**src/rtl/mar_pkg.sv**
```systemverilog
package mar_pkg;

    typedef enum logic [1:0] {
        ACC_INSTR  = 2'b00,
        ACC_DATA   = 2'b01,
        ACC_VECTOR = 2'b10,
        ACC_CONFIG = 2'b11
    } acc_kind_e;

    typedef struct packed {
        logic      valid;
        logic      write;
        acc_kind_e kind;
    } acc_ctl_s;

    typedef struct packed {
        logic ext_cyc;
        logic fetch;
        logic rd_n;
    } bus_stat_s;

    localparam bus_stat_s STAT_IDLE = '{ext_cyc: 1'b0, fetch: 1'b0, rd_n: 1'b1};

    // Next-cycle bus status for one access and its routing result.
    function automatic bus_stat_s stat_next(input acc_ctl_s c, input logic is_ext);
        bus_stat_s s;
        s         = STAT_IDLE;
        s.ext_cyc = c.valid && is_ext;
        s.rd_n    = !(c.valid && is_ext && !c.write);
        s.fetch   = c.valid && is_ext && !c.write && (c.kind == ACC_INSTR);
        return s;
    endfunction

endpackage

```
**src/rtl/mar_boot_latch.sv**
```systemverilog
module mar_boot_latch (
    input  logic clk,
    input  logic rst,
    input  logic strap_n,
    output logic win_internal
);
    logic held;

    always_ff @(posedge clk) begin
        if (rst) held <= strap_n;
    end

    assign win_internal = held;


    strap_hold_chk: assert property (@(posedge clk) disable iff (rst)
        !$past(rst) |-> $stable(held));
endmodule

```
**src/rtl/mar_addr_decode.sv**
```systemverilog
module mar_addr_decode #(
    parameter int unsigned ADDR_W = 24,
    parameter logic [ADDR_W-1:0] WIN_LO = 24'hFF2000,
    parameter logic [ADDR_W-1:0] WIN_HI = 24'hFF9FFF,
    parameter logic [ADDR_W-1:0] REG_LO = 24'h000000,
    parameter logic [ADDR_W-1:0] REG_HI = 24'h0003FF
) (
    input  logic              clk,
    input  logic              rst,
    input  logic              valid,
    input  logic [ADDR_W-1:0] addr,
    input  logic              win_internal,
    output logic              is_ext
);
    localparam bit HAS_REG_WIN = (REG_HI >= REG_LO);

    logic in_win;
    logic in_reg;

    assign in_win = (addr >= WIN_LO) && (addr <= WIN_HI);

    generate
        if (HAS_REG_WIN) begin : g_regwin
            assign in_reg = (addr >= REG_LO) && (addr <= REG_HI);
        end else begin : g_noregwin
            assign in_reg = 1'b0;
        end
    endgenerate

    always_comb begin
        if (in_reg)      is_ext = 1'b0;
        else if (in_win) is_ext = !win_internal;
        else             is_ext = 1'b1;
    end


    win_ext_chk: assert property (@(posedge clk) disable iff (rst)
        (valid && !in_reg && (addr >= WIN_LO) && (addr <= WIN_HI) && !win_internal) |-> is_ext);


    regwin_int_chk: assert property (@(posedge clk) disable iff (rst)
        (valid && HAS_REG_WIN && (addr >= REG_LO) && (addr <= REG_HI)) |-> !is_ext);
endmodule

```
**src/rtl/mar_bus_status.sv**
```systemverilog
module mar_bus_status
    import mar_pkg::*;
(
    input  logic      clk,
    input  logic      rst,
    input  acc_ctl_s  ctl,
    input  logic      is_ext,
    output bus_stat_s stat
);
    always_ff @(posedge clk) begin
        if (rst) stat <= STAT_IDLE;
        else     stat <= stat_next(ctl, is_ext);
    end


    fetch_reads_chk: assert property (@(posedge clk) disable iff (rst)
        stat.fetch |-> (!stat.rd_n && stat.ext_cyc));


    fetch_kind_chk: assert property (@(posedge clk) disable iff (rst)
        stat.fetch |-> ($past(ctl.kind) == ACC_INSTR && !$past(ctl.write)));


    rd_ext_only_chk: assert property (@(posedge clk) disable iff (rst)
        !stat.rd_n |-> stat.ext_cyc);


    idle_quiet_chk: assert property (@(posedge clk) disable iff (rst)
        !$past(ctl.valid) |-> (stat.rd_n && !stat.fetch && !stat.ext_cyc));
endmodule

```
**src/rtl/mem_access_router.sv**
```systemverilog
module mem_access_router
    import mar_pkg::*;
#(
    parameter int unsigned ADDR_W = 24,
    parameter logic [ADDR_W-1:0] WIN_LO = 24'hFF2000,
    parameter logic [ADDR_W-1:0] WIN_HI = 24'hFF9FFF,
    parameter logic [ADDR_W-1:0] REG_LO = 24'h000000,
    parameter logic [ADDR_W-1:0] REG_HI = 24'h0003FF
) (
    input  logic              clk,
    input  logic              rst,
    input  logic              ext_mem_n,
    input  logic              req_valid,
    input  logic [ADDR_W-1:0] req_addr,
    input  logic [1:0]        req_kind,
    input  logic              req_write,
    output logic              cyc_ext,
    output logic              fetch_stat,
    output logic              rd_n,
    output logic              ports_as_bus
);
    logic      win_internal;
    logic      is_ext;
    acc_ctl_s  ctl;
    bus_stat_s stat;

    assign ctl.valid = req_valid;
    assign ctl.write = req_write;
    assign ctl.kind  = acc_kind_e'(req_kind);

    mar_boot_latch u_latch (
        .clk          (clk),
        .rst          (rst),
        .strap_n      (ext_mem_n),
        .win_internal (win_internal)
    );

    mar_addr_decode #(
        .ADDR_W (ADDR_W),
        .WIN_LO (WIN_LO),
        .WIN_HI (WIN_HI),
        .REG_LO (REG_LO),
        .REG_HI (REG_HI)
    ) u_dec (
        .clk          (clk),
        .rst          (rst),
        .valid        (req_valid),
        .addr         (req_addr),
        .win_internal (win_internal),
        .is_ext       (is_ext)
    );

    mar_bus_status u_stat (
        .clk    (clk),
        .rst    (rst),
        .ctl    (ctl),
        .is_ext (is_ext),
        .stat   (stat)
    );

    assign cyc_ext      = stat.ext_cyc;
    assign fetch_stat   = stat.fetch;
    assign rd_n         = stat.rd_n;
    assign ports_as_bus = !win_internal;


    bus_ports_chk: assert property (@(posedge clk) disable iff (rst)
        (req_valid && req_addr >= WIN_LO && req_addr <= WIN_HI
         && !(req_addr >= REG_LO && req_addr <= REG_HI)) |=> (cyc_ext == ports_as_bus));
endmodule

```
**config.mk**
```make
export PLATFORM = sky130hd
export DESIGN_NAME = mem_access_router
export DESIGN_NICKNAME = d
export VERILOG_FILES = /design/src/rtl/mar_pkg.sv /design/src/rtl/mar_boot_latch.sv /design/src/rtl/mar_addr_decode.sv /design/src/rtl/mar_bus_status.sv /design/src/rtl/mem_access_router.sv
export SDC_FILE = /design/constraint.sdc
export NUM_CORES = 1
export LEC_CHECK = 0
export ABC_AREA = 1
export BUFFER_PORTS_ARGS = -buffer_cell sky130_fd_sc_hd__buf_2
export CAP_MARGIN = 20
export CORE_AREA = 2 2 39 41
export DETAILED_ROUTE_END_ITERATION = 6
export DIE_AREA = 0 0 41 43
export GPL_TIMING_DRIVEN = 0
export SLEW_MARGIN = 20
export SYNTH_ARGS = -nofsm -noshare
export SYNTH_HDL_FRONTEND = slang
export SYNTH_SLANG_ARGS = --single-unit
```
**constraint.sdc**
```tcl
create_clock -name clk -period 1.2 [get_ports clk]
set_input_delay 0.24 -clock clk [delete_from_list [all_inputs] [get_ports clk]]
set_output_delay 0.24 -clock clk [all_outputs]
set_load 0.05 [all_outputs]
```
======== After elaboration in Yosys (flattened, before gate mapping) ========
Cells that the tools add are included.
word-level totals
  flip-flop bits (word level) ............. 4
  bits of input ports ..................... 31
  word-level logic and storage cells ...... 19
cells by class
  order comparisons ....................... 4
  mux-type cells .......................... 2
  reductions and logical operators ........ 9
operators by type and width
  operator              number
  $ge 24x1->1 const B   1
  $ge 24x24->1 const B  1
  $le 24x10->1 const B  1
  $le 24x24->1 const B  1
  $logic_and 1x1->1     5
  $logic_not 1->1       3
  $logic_not 2->1       1
  $mux 1                2

======== Longest topological paths before layout ========
  depth after elaboration ................. 7
  depth in mapped cells ................... 7

======== Hierarchy ========
Synthesis repeated with hierarchy kept, for this count alone.
second synthesis, totals
  cells, all modules ...................... 46
  area total of the unflattened synthesis .. 259.0 um^2
by module, submodules not included
  module             times used  cells each  area each (um^2)  seq. area each (um^2)
  mar_addr_decode    1           32          127.6             0.0
  mar_bus_status     1           12          97.6              60.1
  mar_boot_latch     1           1           30.0              30.0
  mem_access_router  1           1           3.8               0.0

======== Worst setup path after synthesis ========
No wires, ideal clock.
  kind .................................... flip-flop to output port
  from .................................... register u_latch.held, in the netlist u_latch.win_internal
  to ...................................... output port ports_as_bus
  arrival ................................. 0.681 ns
  setup slack ............................. 0.279 ns
  cell stages (with the launch flop) ...... 2
  path through ............................ edfxtp_1 -> inv_1
on the way
  cells in the longest elaborated chain, start to end .. 1
RTL lines
  element                 RTL line                 text
  from (decl)             mar_boot_latch.sv:7      logic held;
  from (signal assigned)  mar_boot_latch.sv:10     if (rst) held <= strap_n;
  $logic_not 1->1         mem_access_router.sv:64  assign ports_as_bus = !win_internal;
  to (decl)               mem_access_router.sv:20  output logic ports_as_bus
No other way between the ends.

======== Final worst setup path ========
Same ends and word-level chain as after synthesis.

==> results.env <==
WORST_HOLD_START='ext_mem_n'
CLOCK_SINK_COUNT=4
STARTPOINT_TYPE='register'
VIAS_PER_CELL=3.67
CTS_POST_SETUP_BUFFERS_INSERTED=0
DETAIL_PLACEMENT_HPWL_UM=500
TIMING.RR.END='u_stat.stat[0]$_SDFF_PP1_'
CPPEAKSTAGEDELAY_NS=0.38
CP-END-KIND='output pin'
CHIPHEIGHT_UM=43
SYNTH_TOP_FAMILY_BY_AREA='simple AND/OR/NAND/NOR gates'
POST_SYNTH_INSTANCE_AREA_SQ_UM=243
SYNTHESIS.YOSYS.WARNINGS=0
MAXSLEWHEADROOM_PCT=83.5
SYN_INST=41
DRT_FIRST_PASS_ITERS=4
CTS_MAX_PATH_BUFFERS=2
COREAREA_SQ_MM=0.00138
FINAL_INSTANCE_AREA_SQ_UM=412
TOP_FAMILY_BY_DELAY_ON_CRITICAL_PATH='flip-flops'
FINCLKSKEW_NS=0.00733
CRITICAL_PATH.CELL_CHAIN='inv_1, clkbuf_4'
AREA_GROWTH_PCT=69.6
SETUP_TNS_NS=0
NUMBER_OF_ANTENNA_VIOLATIONS_AT_THE_FIRST_CHECK_IN_GLOBAL_ROUTING=0
FRACTION_OF_SYNTHESIZED_CELL_AREA_IN_XOR_AND_XNOR_CELLS_PCT=0
FINALHOLDWORSTSLACK_NS=0.180
BUFFER_PORTS.INSERTED=24
CLK_LATENCY_NS=0.24
DESIGN.DIE.AREA_SQ_MM=0.00176
CRITICAL_PATH.MAX_FANOUT=2
POST-ROUTE-UTIL_PCT=29.7
ROUTE.DETAILED.DRC=0
FINAL-SETUP-VIOL-COUNT=0
GPL.FINAL_WEIGHTED_CONGESTION=0.615
TIMING_HOLD_VIOLATIONS_FINAL=0
GRT_PASS1_WL_UM=903
CRITPATHARRIVALTIME_NS=0.90
SYNTHADDERAREAFRAC_PCT=0
CRITICAL-PATH-SLOWEST-CELL='sky130_fd_sc_hd__edfxtp_1'
CRITICAL_PATH_BUF_INV_COUNT=2
YOSYSUNIQUECELLTYPES=11
NETS=101
FF2FF_PATH_DEPTH=6
PIN_COUNT=35
LAYOUT_MIN_CYCLE_TIME_NS=1.14
WORST_R2R_SETUP_SLACK_NS=0.31
MAXCLOCKFREQUENCY_GHz=0.876
FP-ROW-COUNT=14
ANTENNA_LEFT=0
TIMING_WORST_SETUP_PATH_TYPE='reg2out'
DIE_X_UM=41
SYN_AREA_PER_CELL_SQ_UM=5.92
DRV.MAX_CAP_VIOLATION_COUNT=0
ROUTEDWLPERCELL_UM=6.64
CELLPOWERDENSITY_mW_PER_MM2=1030
YS_FF_LATCH=4
DRIVE_GT1_SHARE_PCT=43.5
CTS_MADE_BUFFERS=3
CP_DATA_REQUIRED_TIME_NS=0.96
TIMING.FINAL.MAX_SLEW_VIOLATIONS=0
CTS_TREE='done'
CRITICAL_PATH.REG2REG.STARTPOINT='u_latch.win_internal$_DFFE_PP_'
CTS.HOLD.BUFFERS_ADDED=0
POST_SYNTH_MUX_AREA_SHARE_PCT=0
GRT_SETUP_UNREPAIRED='false'
INSERTEDDIODECOUNT=0
WORSTHOLDENDPOINT='u_latch.win_internal$_DFFE_PP_'
FLOORPLAN.INITIALDENSITY_PCT=17.5
DETAILED_PLACE.AREA_SQ_UM=383
VIA_COUNT=312
CLK_ROOT_BUFFER_CELL='sky130_fd_sc_hd__clkbuf_4'
SYNTH-COMPOUND-AREA-SHARE_PCT=2.06
ROUTE.FINAL.WIRE_LENGTH_UM=564
FIN_CRIT_SH_PCT=95.2
SYNTH.YOSYS.SEQ_AREA_SHARE_PCT=37.1
RUN_STATUS='completed'
WORST_PIN_SLEW_NS=0.249
VDD.IR_DROP.WORST_V=0.000225
POST_SYNTH_NET_TOTAL=72
PIN_COUNT_OF_THE_BIGGEST_NET_ENTERING_GLOBAL_ROUTING=4
GRT_PASS1_VIAS=287
H-TREE-DEPTH=1
GRT_OVERFLOW=0
HOLD_PATH_CLASS='in2reg'
CTS_CLOCK_PIN_SLEW_FOR_THE_WORST_SETUP_AND_HOLD_PATHS_NS=0.04
GRT_UTIL_ALL_LAYERS_PCT=7.53
FIRST_ITER_VIOLATIONS=9
SYNTH-SIMPLE-AREA-SHARE_PCT=51.5
WORST_HOLD_PATH.NUM_CELLS=1
TOTAL_LEAKAGE_POWER_nW=0.226
-- worst register-to-register path: cells and delay by family, from the launching register on --
kind / cells / cell delay [ns]
simple gates: 5 / 0.35
buf+inv: 1 / 0.04
flops: 1 / 0.38
-- routing by layer --
metal | global-route usage (%) | vias up | share of wire, %
met5 | 0 | - | 0
met1 | 7.40 | 119 | 40
met3 | 1.57 | 0 | 11
li1 | - | 176 | -
met2 | 12.5 | 17 | 49
met4 | 6.00 | 0 | 0
-- synth_stat cells --
cell type                  number  area [sq um]
sky130_fd_sc_hd__nand2_1       11          41.3
sky130_fd_sc_hd__nor3_1         1          5.00
sky130_fd_sc_hd__nand3_1        1          5.00
sky130_fd_sc_hd__nand2_2        2          12.5
sky130_fd_sc_hd__edfxtp_1       1          30.0
sky130_fd_sc_hd__o21ai_0        1          5.00
sky130_fd_sc_hd__or2_0          1          6.26
sky130_fd_sc_hd__inv_1          6          22.5
sky130_fd_sc_hd__nor2_1        13          48.8
sky130_fd_sc_hd__dfxtp_1        3          60.1
sky130_fd_sc_hd__nor2_2         1          6.26
-- placed cells by master, fill, tap and decap left out, types with 2 or more instances in the layout --
cell,n
sky130_fd_sc_hd__inv_1,6
sky130_fd_sc_hd__nor2_1,13
sky130_fd_sc_hd__dfxtp_1,3
sky130_fd_sc_hd__clkbuf_4,4
sky130_fd_sc_hd__nand2_1,11
sky130_fd_sc_hd__nand2_2,2
sky130_fd_sc_hd__buf_2,23
-- metrics by stage --
stage,instances,power (mW),setup WS [ns]
after floorplan,41,0.197,0.279
after global placement,81,0.239,0.231
after detailed placement,81,0.241,0.224
after CTS,85,0.426,0.0124
after global routing,85,0.451,0.00129
final,85,0.424,0.0581
-- what timing repair did --
action                                  CTS  global route
resized for setup                         0             1
hold endpoints to repair                  0             0
endpoints found under the setup margin    0             1
-- area by class of cell --
cell class	instances	area (sq um)
clock buffers	4	26.3
fillers	172	972
inverters	6	22.5
multi-input cells	31	130
flip-flops and latches	4	90.1
well taps	16	20.0
repair buffers	24	123
-- worst max path at each step --
stage / cells after the start / start / endpoint / slack, ns
detailed placement: 7 / req_addr[14] / u_stat.stat[0]$_SDFF_PP1_ / 0.22
finish: 2 / u_latch.win_internal$_DFFE_PP_ / ports_as_bus / 0.06
global route: 2 / u_latch.win_internal$_DFFE_PP_ / ports_as_bus / 0.001
floorplan: 1 / u_latch.win_internal$_DFFE_PP_ / ports_as_bus / 0.28
global placement: 7 / req_addr[14] / u_stat.stat[0]$_SDFF_PP1_ / 0.23
CTS: 2 / u_latch.win_internal$_DFFE_PP_ / ports_as_bus / 0.01
-- registers in the layout (all words and copies together), names as in the netlist --
signal and count:
u_latch.win_internal 1, u_stat.stat 3
-- cell families after synthesis --
group	after synthesis
flops	4
compound gates	1
buf+inv	6
simple gates	30
-- power by group --
group / total, mW / internal (mW) / switching, mW
registers: 0.148 / 0.146 / 0.00200
logic: 0.0911 / 0.0395 / 0.0516
clock network: 0.185 / 0.125 / 0.0599
total: 0.424 / 0.310 / 0.114
No activity file was read; power rests on OpenSTA's default activity.
